$ cat config.mk
export PLATFORM = sky130hd
export DESIGN_NAME = irq_coalesce
export DESIGN_NICKNAME = d
export VERILOG_FILES = /design/src/rtl/coal_pkg.sv /design/src/rtl/coal_count.sv /design/src/rtl/coal_timer.sv /design/src/rtl/coal_trigger.sv /design/src/rtl/irq_coalesce.sv
export SDC_FILE = /design/constraint.sdc
export NUM_CORES = 1
export LEC_CHECK = 0
export BUFFER_PORTS_ARGS = -buffer_cell sky130_fd_sc_hd__buf_2
export CAP_MARGIN = 20
export CORE_MARGIN = 4
export CORE_UTILIZATION = 45
export DETAILED_ROUTE_END_ITERATION = 6
export HOLD_SLACK_MARGIN = 0.06
export PLACE_DENSITY = 0.66
export SLEW_MARGIN = 20
export SYNTH_ARGS = -nofsm -noshare
export SYNTH_HDL_FRONTEND = slang
export SYNTH_SLANG_ARGS = --single-unit
$ cat constraint.sdc
create_clock -name clk_i -period 7.56 [get_ports clk_i]
set_input_delay 0.378 -clock clk_i [delete_from_list [all_inputs] [get_ports clk_i]]
set_output_delay 0.378 -clock clk_i [all_outputs]
set_load 0.005 [all_outputs]
$ cat src/rtl/coal_pkg.sv
package coal_pkg;
    // Trigger decision states of the coalescing unit
    typedef enum logic [1:0] {
        ST_EMPTY = 2'd0,
        ST_HOLD  = 2'd1,
        ST_FIRE  = 2'd2
    } coal_state_e;
endpackage

$ cat src/rtl/coal_count.sv
module coal_count #(
    parameter int CNT_W = 20
) (
    input  logic             clk_i,
    input  logic             rst_ni,
    input  logic             bump_i,
    input  logic             ack_we_i,
    input  logic [CNT_W-1:0] ack_val_i,
    input  logic             wr_we_i,
    input  logic [CNT_W-1:0] wr_val_i,
    output logic [CNT_W-1:0] cnt_q_o,
    output logic [CNT_W-1:0] cnt_d_o,
    output logic             restart_o
);
    localparam logic [CNT_W:0] CNT_MAX = {1'b0, {CNT_W{1'b1}}};

    logic [CNT_W:0] with_bump;
    logic [CNT_W:0] after_ack;

    // Completion first, then acknowledge (clamped at zero), then saturation
    always_comb begin
        with_bump = {1'b0, cnt_q_o} + {{CNT_W{1'b0}}, bump_i};
        after_ack = with_bump;
        if (ack_we_i) begin
            if (with_bump >= {1'b0, ack_val_i}) begin
                after_ack = with_bump - {1'b0, ack_val_i};
            end else begin
                after_ack = '0;
            end
        end
        if (wr_we_i) begin
            cnt_d_o = wr_val_i;
        end else if (after_ack > CNT_MAX) begin
            cnt_d_o = CNT_MAX[CNT_W-1:0];
        end else begin
            cnt_d_o = after_ack[CNT_W-1:0];
        end
    end

    assign restart_o = ack_we_i | wr_we_i;

    always_ff @(posedge clk_i or negedge rst_ni) begin
        if (!rst_ni) begin
            cnt_q_o <= '0;
        end else begin
            cnt_q_o <= cnt_d_o;
        end
    end
endmodule

$ cat src/rtl/coal_timer.sv
module coal_timer #(
    parameter int TIME_W     = 16,
    parameter int SCALE_LOG2 = 10,
    localparam int TMR_W     = TIME_W + SCALE_LOG2
) (
    input  logic             clk_i,
    input  logic             rst_ni,
    input  logic             restart_i,
    input  logic             cur_nz_i,
    input  logic             nxt_nz_i,
    output logic [TMR_W-1:0] tmr_q_o,
    output logic [TMR_W-1:0] tmr_d_o
);
    localparam logic [TMR_W-1:0] TMR_TOP = {TMR_W{1'b1}};

    // Held at zero while empty, restarted on acknowledge, saturating otherwise
    always_comb begin
        if (restart_i || !cur_nz_i || !nxt_nz_i) begin
            tmr_d_o = '0;
        end else if (tmr_q_o == TMR_TOP) begin
            tmr_d_o = tmr_q_o;
        end else begin
            tmr_d_o = tmr_q_o + 1'b1;
        end
    end

    always_ff @(posedge clk_i or negedge rst_ni) begin
        if (!rst_ni) begin
            tmr_q_o <= '0;
        end else begin
            tmr_q_o <= tmr_d_o;
        end
    end
endmodule

$ cat src/rtl/coal_trigger.sv
module coal_trigger
    import coal_pkg::*;
#(
    parameter int CNT_W      = 20,
    parameter int TIME_W     = 16,
    parameter int SCALE_LOG2 = 10,
    localparam int TMR_W     = TIME_W + SCALE_LOG2
) (
    input  logic              clk_i,
    input  logic              rst_ni,
    input  logic [CNT_W-1:0]  cnt_d_i,
    input  logic [TMR_W-1:0]  tmr_d_i,
    input  logic              msg_we_i,
    input  logic [CNT_W-1:0]  msg_val_i,
    input  logic              time_we_i,
    input  logic [TIME_W-1:0] time_val_i,
    input  logic              en_we_i,
    input  logic              en_val_i,
    output logic [CNT_W-1:0]  msg_thr_o,
    output logic              en_o,
    output logic              irq_o
);
    localparam logic [CNT_W-1:0] THR_ONE = {{(CNT_W-1){1'b0}}, 1'b1};

    coal_state_e       state_q, state_d;
    logic [CNT_W-1:0]  msg_q, msg_d, eff_thr;
    logic [TIME_W-1:0] time_q, time_d;
    logic              en_q, en_d;
    logic              nz, count_hit, time_hit, meet;

    always_comb begin
        msg_d     = msg_we_i  ? msg_val_i  : msg_q;
        time_d    = time_we_i ? time_val_i : time_q;
        en_d      = en_we_i   ? en_val_i   : en_q;
        eff_thr   = (msg_d == '0) ? THR_ONE : msg_d;
        nz        = (cnt_d_i != '0);
        count_hit = (cnt_d_i >= eff_thr);
        time_hit  = (time_d != '0) && (tmr_d_i >= {time_d, {SCALE_LOG2{1'b0}}});
        meet      = nz && (count_hit || time_hit);
    end

    // Next-state decision
    always_comb begin
        state_d = state_q;
        unique case (state_q)
            ST_EMPTY: begin
                if (meet)    state_d = ST_FIRE;   // burst
                else if (nz) state_d = ST_HOLD;   // fill
            end
            ST_HOLD: begin
                if (!nz)       state_d = ST_EMPTY; // drain
                else if (meet) state_d = ST_FIRE;  // trip
            end
            ST_FIRE: begin
                if (!nz)        state_d = ST_EMPTY; // drain
                else if (!meet) state_d = ST_HOLD;  // relax
            end
            default: state_d = ST_EMPTY;
        endcase
    end

    // State and configuration registers
    always_ff @(posedge clk_i or negedge rst_ni) begin
        if (!rst_ni) begin
            state_q <= ST_EMPTY;
            msg_q   <= '0;
            time_q  <= '0;
            en_q    <= 1'b0;
        end else begin
            state_q <= state_d;
            msg_q   <= msg_d;
            time_q  <= time_d;
            en_q    <= en_d;
        end
    end

    // Outputs
    always_comb begin
        irq_o     = en_q && (state_q == ST_FIRE);
        msg_thr_o = msg_q;
        en_o      = en_q;
    end
endmodule

$ cat src/rtl/irq_coalesce.sv
module irq_coalesce #(
    parameter int CNT_W      = 20,
    parameter int TIME_W     = 16,
    parameter int SCALE_LOG2 = 10
) (
    input  logic              clk_i,
    input  logic              rst_ni,
    input  logic              done_pulse_i,
    input  logic              done_req_i,
    input  logic              ack_we_i,
    input  logic [CNT_W-1:0]  ack_val_i,
    input  logic              cnt_we_i,
    input  logic [CNT_W-1:0]  cnt_val_i,
    input  logic              msg_we_i,
    input  logic [CNT_W-1:0]  msg_val_i,
    input  logic              time_we_i,
    input  logic [TIME_W-1:0] time_val_i,
    input  logic              en_we_i,
    input  logic              en_val_i,
    output logic [CNT_W-1:0]  pending_o,
    output logic              irq_o
);
    localparam int TMR_W = TIME_W + SCALE_LOG2;

    logic [CNT_W-1:0] cnt_q, cnt_d, msg_thr_q;
    logic [TMR_W-1:0] tmr_q, tmr_d;
    logic             restart, en_q;

    coal_count #(.CNT_W(CNT_W)) count_i (
        .clk_i     (clk_i),
        .rst_ni    (rst_ni),
        .bump_i    (done_pulse_i & done_req_i),
        .ack_we_i  (ack_we_i),
        .ack_val_i (ack_val_i),
        .wr_we_i   (cnt_we_i),
        .wr_val_i  (cnt_val_i),
        .cnt_q_o   (cnt_q),
        .cnt_d_o   (cnt_d),
        .restart_o (restart)
    );

    coal_timer #(.TIME_W(TIME_W), .SCALE_LOG2(SCALE_LOG2)) timer_i (
        .clk_i     (clk_i),
        .rst_ni    (rst_ni),
        .restart_i (restart),
        .cur_nz_i  (cnt_q != '0),
        .nxt_nz_i  (cnt_d != '0),
        .tmr_q_o   (tmr_q),
        .tmr_d_o   (tmr_d)
    );

    coal_trigger #(.CNT_W(CNT_W), .TIME_W(TIME_W), .SCALE_LOG2(SCALE_LOG2)) trig_i (
        .clk_i      (clk_i),
        .rst_ni     (rst_ni),
        .cnt_d_i    (cnt_d),
        .tmr_d_i    (tmr_d),
        .msg_we_i   (msg_we_i),
        .msg_val_i  (msg_val_i),
        .time_we_i  (time_we_i),
        .time_val_i (time_val_i),
        .en_we_i    (en_we_i),
        .en_val_i   (en_val_i),
        .msg_thr_o  (msg_thr_q),
        .en_o       (en_q),
        .irq_o      (irq_o)
    );

    assign pending_o = cnt_q;
endmodule

==> results of run 1 <==
[state kept, by name, summed over array words and instances, names as in the netlist]
| signal | cells |
|---|---|
| timer_i.tmr_q_o | 26 |
| trig_i.msg_thr_o | 20 |
| trig_i.time_q | 16 |
| trig_i.en_o | 1 |
| trig_i.state_q | 2 |
| count_i.cnt_q_o | 20 |
[through the flow]
stage,instances,worst slack (ps),utilization [%]
after global routing,1108,521.3,53.33
final,1108,1165,53.33
after floorplan,822,1866,-
after detailed placement,1091,922.2,51.27
after global placement,1091,1055,51.27
after CTS,1108,1137,53.33
[worst max-delay path, delay by kind of cell (launching register included)]
| family | cells | cell delay, ps |
|---|---|---|
| AO/OA/AOI/OAI | 11 | 2280 |
| AND/OR/NAND/NOR | 9 | 2130 |
| flip-flops | 1 | 390 |
| adder cells (fa/ha/maj) | 3 | 950 |
| XOR/XNOR | 1 | 510 |
[worst max path at each step]
stage	startpoint	end	slack, ps	cells past startpoint
finish	count_i.cnt_q_o[0]	trig_i.state_q[1]	1170	24
global route	count_i.cnt_q_o[0]	trig_i.state_q[0]	520	29
CTS	count_i.cnt_q_o[0]	trig_i.state_q[1]	1140	26
detailed placement	done_req_i	trig_i.state_q[1]	920	28
global placement	done_pulse_i	trig_i.state_q[1]	1050	28
floorplan	done_pulse_i	trig_i.state_q[1]	1870	30
[cell families (layout without fill, tap and decap cells)]
logic type | after synthesis | after routing | synth area share, %
AO/OA/AOI/OAI | 184 | 184 | 17.83
buffers and inverters | 104 | 206 | 6.020
multiplexers | 41 | 41 | 6.220
AND/OR/NAND/NOR | 294 | 294 | 21.12
flip-flops | 85 | 85 | 30.92
adder cells (fa/ha/maj) | 60 | 60 | 11.02
XOR/XNOR | 54 | 54 | 6.875
[power breakdown]
part / switching [mW] / total, mW / internal [mW]
Clock: 0.167 / 0.431 / 0.264
Combinational: 0.343 / 0.566 / 0.223
Sequential: 0.0377 / 0.534 / 0.496
[cells in the final DEF, fill, tap and decap left out, types with 13 or more instances in the layout]
| cell | netlist | routed |
|---|---|---|
| nor4_1 | 14 | 14 |
| mux2i_1 | 27 | 27 |
| inv_1 | 78 | 78 |
| nand3_1 | 25 | 25 |
| nand2_1 | 79 | 79 |
| nor2_1 | 80 | 80 |
| buf_2 | 1 | 105 |
| o21ai_0 | 33 | 33 |
| mux2_2 | 14 | 14 |
| and3_1 | 13 | 13 |
| ha_1 | 59 | 59 |
| dfrtp_1 | 85 | 85 |
| xor2_1 | 14 | 14 |
| xnor2_1 | 40 | 40 |
| a21oi_1 | 48 | 48 |
| nand4_1 | 24 | 24 |
[cells in the mapped netlist, drive strengths merged (8+ instances only)]
cell type / count
dfrtp: 85
nor2: 81
nand2: 80
inv: 78
ha: 59
a21oi: 49
xnor2: 40
o21ai: 35
mux2i: 27
nand3: 25
nand4: 25
clkbuf: 20
mux2: 14
nor4: 14
xor2: 14
a21o: 13
and3: 13
a31oi: 12
nor3: 11
o21a: 11
nand2b: 10
nor2b: 9
a211oi: 8
and4: 8
[final cells by class]
type | instances | area share (%)
timing repair buffer | 112 | 7.378
clock buffer | 12 | 3.132
multi-input combinational | 633 | 55.21
sequential | 85 | 27.03
inverter | 78 | 3.721
clock inverter | 4 | 0.6042
tap | 184 | 2.926
[metal layers]
layer  wire, um  vias to the layer above  track usage (%)
li1           -                     3137                -
met1       9172                     2969            31.85
met2       8410                      235            33.67
met3       1212                       38            4.014
met4        436                        0            6.651
met5          0                        -                0
==> out/metrics.cfg, run 1 <==
[run_status]
status = complete, no violations

[die]
num_rows = 44
initial_utilization_pct = 46.62
io_pins = 107
die_x_um = 131.6
core_um2 = 14750
die_y_um = 131.6
dieArea_um2 = 17330

[power_and_ir_drop]
leakage_nw = 3.832
power_mw = 1.530
power.density_nw_per_um2 = 194.5
peakVddDrop_v = 0.0001496

[finish]
nets = 1065
area_delta_synth_final_pct = 14.39
antenna_cells = 0
postLayoutCellArea_um2 = 7869
final.fill_count = 1437
multiInputGateArea_um2 = 4344
drive_gt1_share_pct = 16.45
regArea_um2 = 2127

[timing]
max_freq_ghz = 0.1564
fin_hold_ws_ps = 297.8
hold_viol = 0
min_period_ps = 6395
final-setup-viol-count = 0
rsz0062_at_grt = false
relSlewSlack_pct = 48.70
drv_slew = 0
setup_tns_ps = 0
worst_slew_pin_slew_ps = 768.7
fin_skew_ps = 6.573
min_period_over_period_pct = 84.59

[critical_path]
worst_r2r_path_depth = 24
crit_type = flip-flop to flip-flop
reg2reg_slack_ps = 1170
critPathRequiredTime_ps = 7780
startpoint_type = flip-flop
max_stage_delay_ps = 540
cp_max_fo = 14
r2r-start = count_i.cnt_q_o[0]
r2r-end = trig_i.state_q[1]
crit_chain = ha_1, and4_1, nand4_1, xnor2_1, ha_1, and4_1, and3_1, a31oi_1, nand2_1, o21ai_1, a21oi_2, a211oi_2, a21oi_1, nor4_1, and4_1, nor2_1, ha_1, a2111oi_0, o221ai_1, a21oi_1, a21oi_1, a31oi_1, o21ai_1, and3b_1
cpMaxStageDelayCell = and4_1
crit_path_end_kind = flip-flop
crit_arrival_ps = 6620

[clock_tree]
clk_latency_ps = 330
cts_tree = built
clock-sinks = 85
cts_root_buffer = clkbuf_16
clk_path_buf_depth = 2
path_clk_slew_ps = 60
htreeDepth = 3
cts_hold_buffers = 1
cts_setup_buffers = 0
ctsResizeCount = 0
numCtsBuffers = 9

[detailed_routing]
route.detailed.drc = 0
antenna_left = 0
routedWlPerCell_um = 17.36
dr.pass1.iters = 6
drt_iter0_drc = 511
wl_mm = 19.23
vias_per_cell = 5.757
routed-via-count = 6379

[yosys]
synth_area_um2 = 6879
synth_ff_type = dfrtp_1
synthArstFlopShare_pct = 100.0
synthCells = 822
netlist_top_cells_area = dfrtp_1 (31%), ha_1 (11%), xnor2_1 (5.1%)
netlist.area_leader.share_pct = 30.92
synth.ff_latch_count = 85
yosysTopAreaCell = dfrtp_1
ys.warnings.count = 0
yosysUniqueCellTypes = 71
syn_nets = 968
synth_enable_flop_cells = 0
ys_seq_area_share_pct = 30.92
syn_avg_cell_area_um2 = 8.369

[global_route]
grt_pass1_wl_mm = 31.30
grt_usage_pct = 22.03
grt.overflow.total = 0
antenna_found_initial = 0
grt_pass1_vias = 6052
grt_max_degree = 52

[placed_design]
post_dp_cell_area_um2 = 7565
hpwl_mm = 15.67
io_buffers = 106
globalplace.congestion = 1.005

[min_path]
hold_path_end = trig_i.en_o
min_path_cells = 2
hp-start = en_val_i
hold_path.class = primary input to flip-flop

[flow_run]
drv_cap = 0

(Power assumes the default switching activity.)
==> inputs of run 2 (changes only) <==
PLACE_DENSITY = 0.68   (was 0.66)
clock period = 5.4 ns   (was 7.56 ns; I/O delays follow)
==> run 2 against run 1 <==
Against the previous run: the run now ends with negative setup slack left; largest power group unchanged; first-iteration DRC count rose by 0.78%; worst setup slack got worse by 1400 ps; die area did not move; sequential share of layout area decreased by 4.6 points; clock-buffer cell count is 2 lower; via count grew 11%; design area grew 20%; cell count rose by 13%; global-route usage increased by 2.2 points; maximum frequency up 13%.
==> out/metrics.cfg, run 2 (synthesis gave the netlist of run 1 again) <==
[min_path]
hold_path.class = primary input to flip-flop
hold_path_end = trig_i.en_o
min_path_cells = 2
hp-start = en_val_i

[power_and_ir_drop]
sw_frac_of_total_pct = 34.54
leakage_nw = 4.633
power.density_nw_per_um2 = 275.0
p_int_mw = 1.705
seqPwrFrac_pct = 28.0
p_clk_share_pct = 28.1
p_switching_uw = 899.7
peakVddDrop_v = 0.0002033
power_mw = 2.605
pwr-share-comb_pct = 43.9

[timing]
setup_tns_ps = -480.1
max_freq_ghz = 0.1766
fin_skew_ps = 8.664
rsz0062_at_grt = true
hold_viol = 0
relSlewSlack_pct = 30.03
final-setup-viol-count = 2
timing.final.ws_setup_ps = -261.7
min_period_over_period_pct = 104.8
min_period_ps = 5662
drv_slew = 0
worst_slew_pin_slew_ps = 1050

[critical_path]
crit_arrival_ps = 5890
cpMaxStageDelayCell = and4_4
r2r-start = count_i.cnt_q_o[0]
cpLargestDelayFamily = compound AO/OA/AOI/OAI gates
startpoint_type = flip-flop
reg2reg_slack_ps = -260
critPathRequiredTime_ps = 5620
critPathMostFrequentCell = a21o_1
worst_r2r_path_depth = 29
r2r-end = trig_i.state_q[1]
cp_num_buf_inv = 1
cp_max_fo = 6
crit_path_end_kind = flip-flop
max_stage_delay_ps = 380
crit_type = flip-flop to flip-flop

[clock_tree]
clock-sinks = 85
htreeDepth = 3
clk_latency_ps = 340
path_clk_slew_ps = 60
clk_path_buf_depth = 2
cts_tree = built
numCtsBuffers = 9
cts_root_buffer = clkbuf_16

[finish]
nets = 1208
final_common_cell = buf_4
area_delta_synth_final_pct = 37.69
final.fill_count = 1253
largest-register = timer_i.tmr_q_o
largest_reg_flops = 26
multiInputGateArea_um2 = 4788
final_cell_mix = buf_4 (145), buf_2 (105), dfrtp_1 (85), inv_1 (77), nand2_1 (76)
regArea_um2 = 2127
layout.cells.non_filler = 1251
antenna_cells = 0
drive_gt1_share_pct = 33.93

[placed_design]
hpwl_mm = 16.55
globalplace.congestion = 1.013
io_buffers = 106
dp_cells = 1219
dp_slack_ps = -400.5

[run_status]
violations = negative setup slack
status = complete, but fails checks

[die]
core_um2 = 14750
die_x_um = 131.6
dieArea_um2 = 17330
die_y_um = 131.6
num_rows = 44
initial_utilization_pct = 46.62
io_pins = 107

[global_route]
antenna_found_initial = 0
grt_max_degree = 63
grt_pass1_vias = 6817
grt.overflow.total = 0
grt_usage_pct = 24.19
grt_pass1_wl_mm = 34.44

[detailed_routing]
dr.pass1.iters = 5
routed-via-count = 7066
drt_iter0_drc = 515
route.detailed.drc = 0
wl_mm = 21.68
vias_per_cell = 5.648
antenna_left = 0
routedWlPerCell_um = 17.33

[flow_run]
drv_cap = 0

run 2: cell count changes in the layout (fill, tap and decap cells not counted), sizes merged:
cell and change:
bufinv +2, clkbuf -2, clkinv -2, inv +2, buf +143
run 2: what timing repair did:
| action | 4_1_cts | 5_1_grt |
|---|---|---|
| endpoints found under the setup margin | 2 | 2 |
| pin swaps | 37 | 32 |
| buffers inserted | 7 | 9 |
| hold buffers | 1 | 0 |
| hold endpoints to repair | 23 | 0 |
| resized for setup | 54 | 33 |
run 2: through the flow:
step / hold WS, ps / instance area [um2] / utilization [%]
2_1_floorplan: -25.59 / 6910 / -
3_3_place_gp: 187.3 / 8559 / 58.01
3_5_place_dp: 188.0 / 8559 / 58.01
4_1_cts: 176.1 / 9236 / 62.60
5_1_grt: 187.2 / 9472 / 64.20
6_report: 183.7 / 9472 / 64.20
run 2: worst register-to-register path: cells and delay by family (launching register included):
family | cells | cell delay [ps]
and+or+nand+nor | 7 | 1360
xor gates and xnor gates | 1 | 170
buffers and inverters | 1 | 150
AOI/OAI and AO/OA | 17 | 2870
DFF | 1 | 360
adders and majority gates | 3 | 650
run 2: how the worst max path moves through the flow:
stage	from	to	slack, ps	cells past startpoint
2_1_floorplan	done_pulse_i	trig_i.state_q[1]	10	33
3_5_place_dp	done_pulse_i	trig_i.state_q[1]	-400	31
4_1_cts	count_i.cnt_q_o[0]	trig_i.state_q[1]	-210	30
5_1_grt	count_i.cnt_q_o[0]	trig_i.state_q[1]	-640	29
6_report	count_i.cnt_q_o[0]	trig_i.state_q[1]	-260	29
3_3_place_gp	done_pulse_i	trig_i.state_q[1]	-320	31
run 2: layout make-up:
type	instances	area share, %
Multi-Input combinational cell	633	50.55
Tap cell	184	2.431
Clock buffer	10	2.523
Sequential cell	85	22.46
Inverter	78	3.091
Clock inverter	6	1.242
Timing Repair Buffer	255	17.70
run 2: power groups by stage:
stage	logic, mW	clock network [mW]	registers (mW)
after floorplan	0.537	0	0.744
after global placement	1.01	0	0.737
after detailed placement	1.01	0	0.739
after CTS	1.06	0.741	0.728
after global routing	1.25	0.775	0.736
final	1.14	0.732	0.729
run 2: metal layers:
layer  routed length [um]  part of all wire (%)  track usage, %
met4                  463                   2.1           6.476
met1                10020                    46           34.33
met2                 9776                    45           38.14
met5                    0                     0               0
met3                 1421                   6.6           4.396
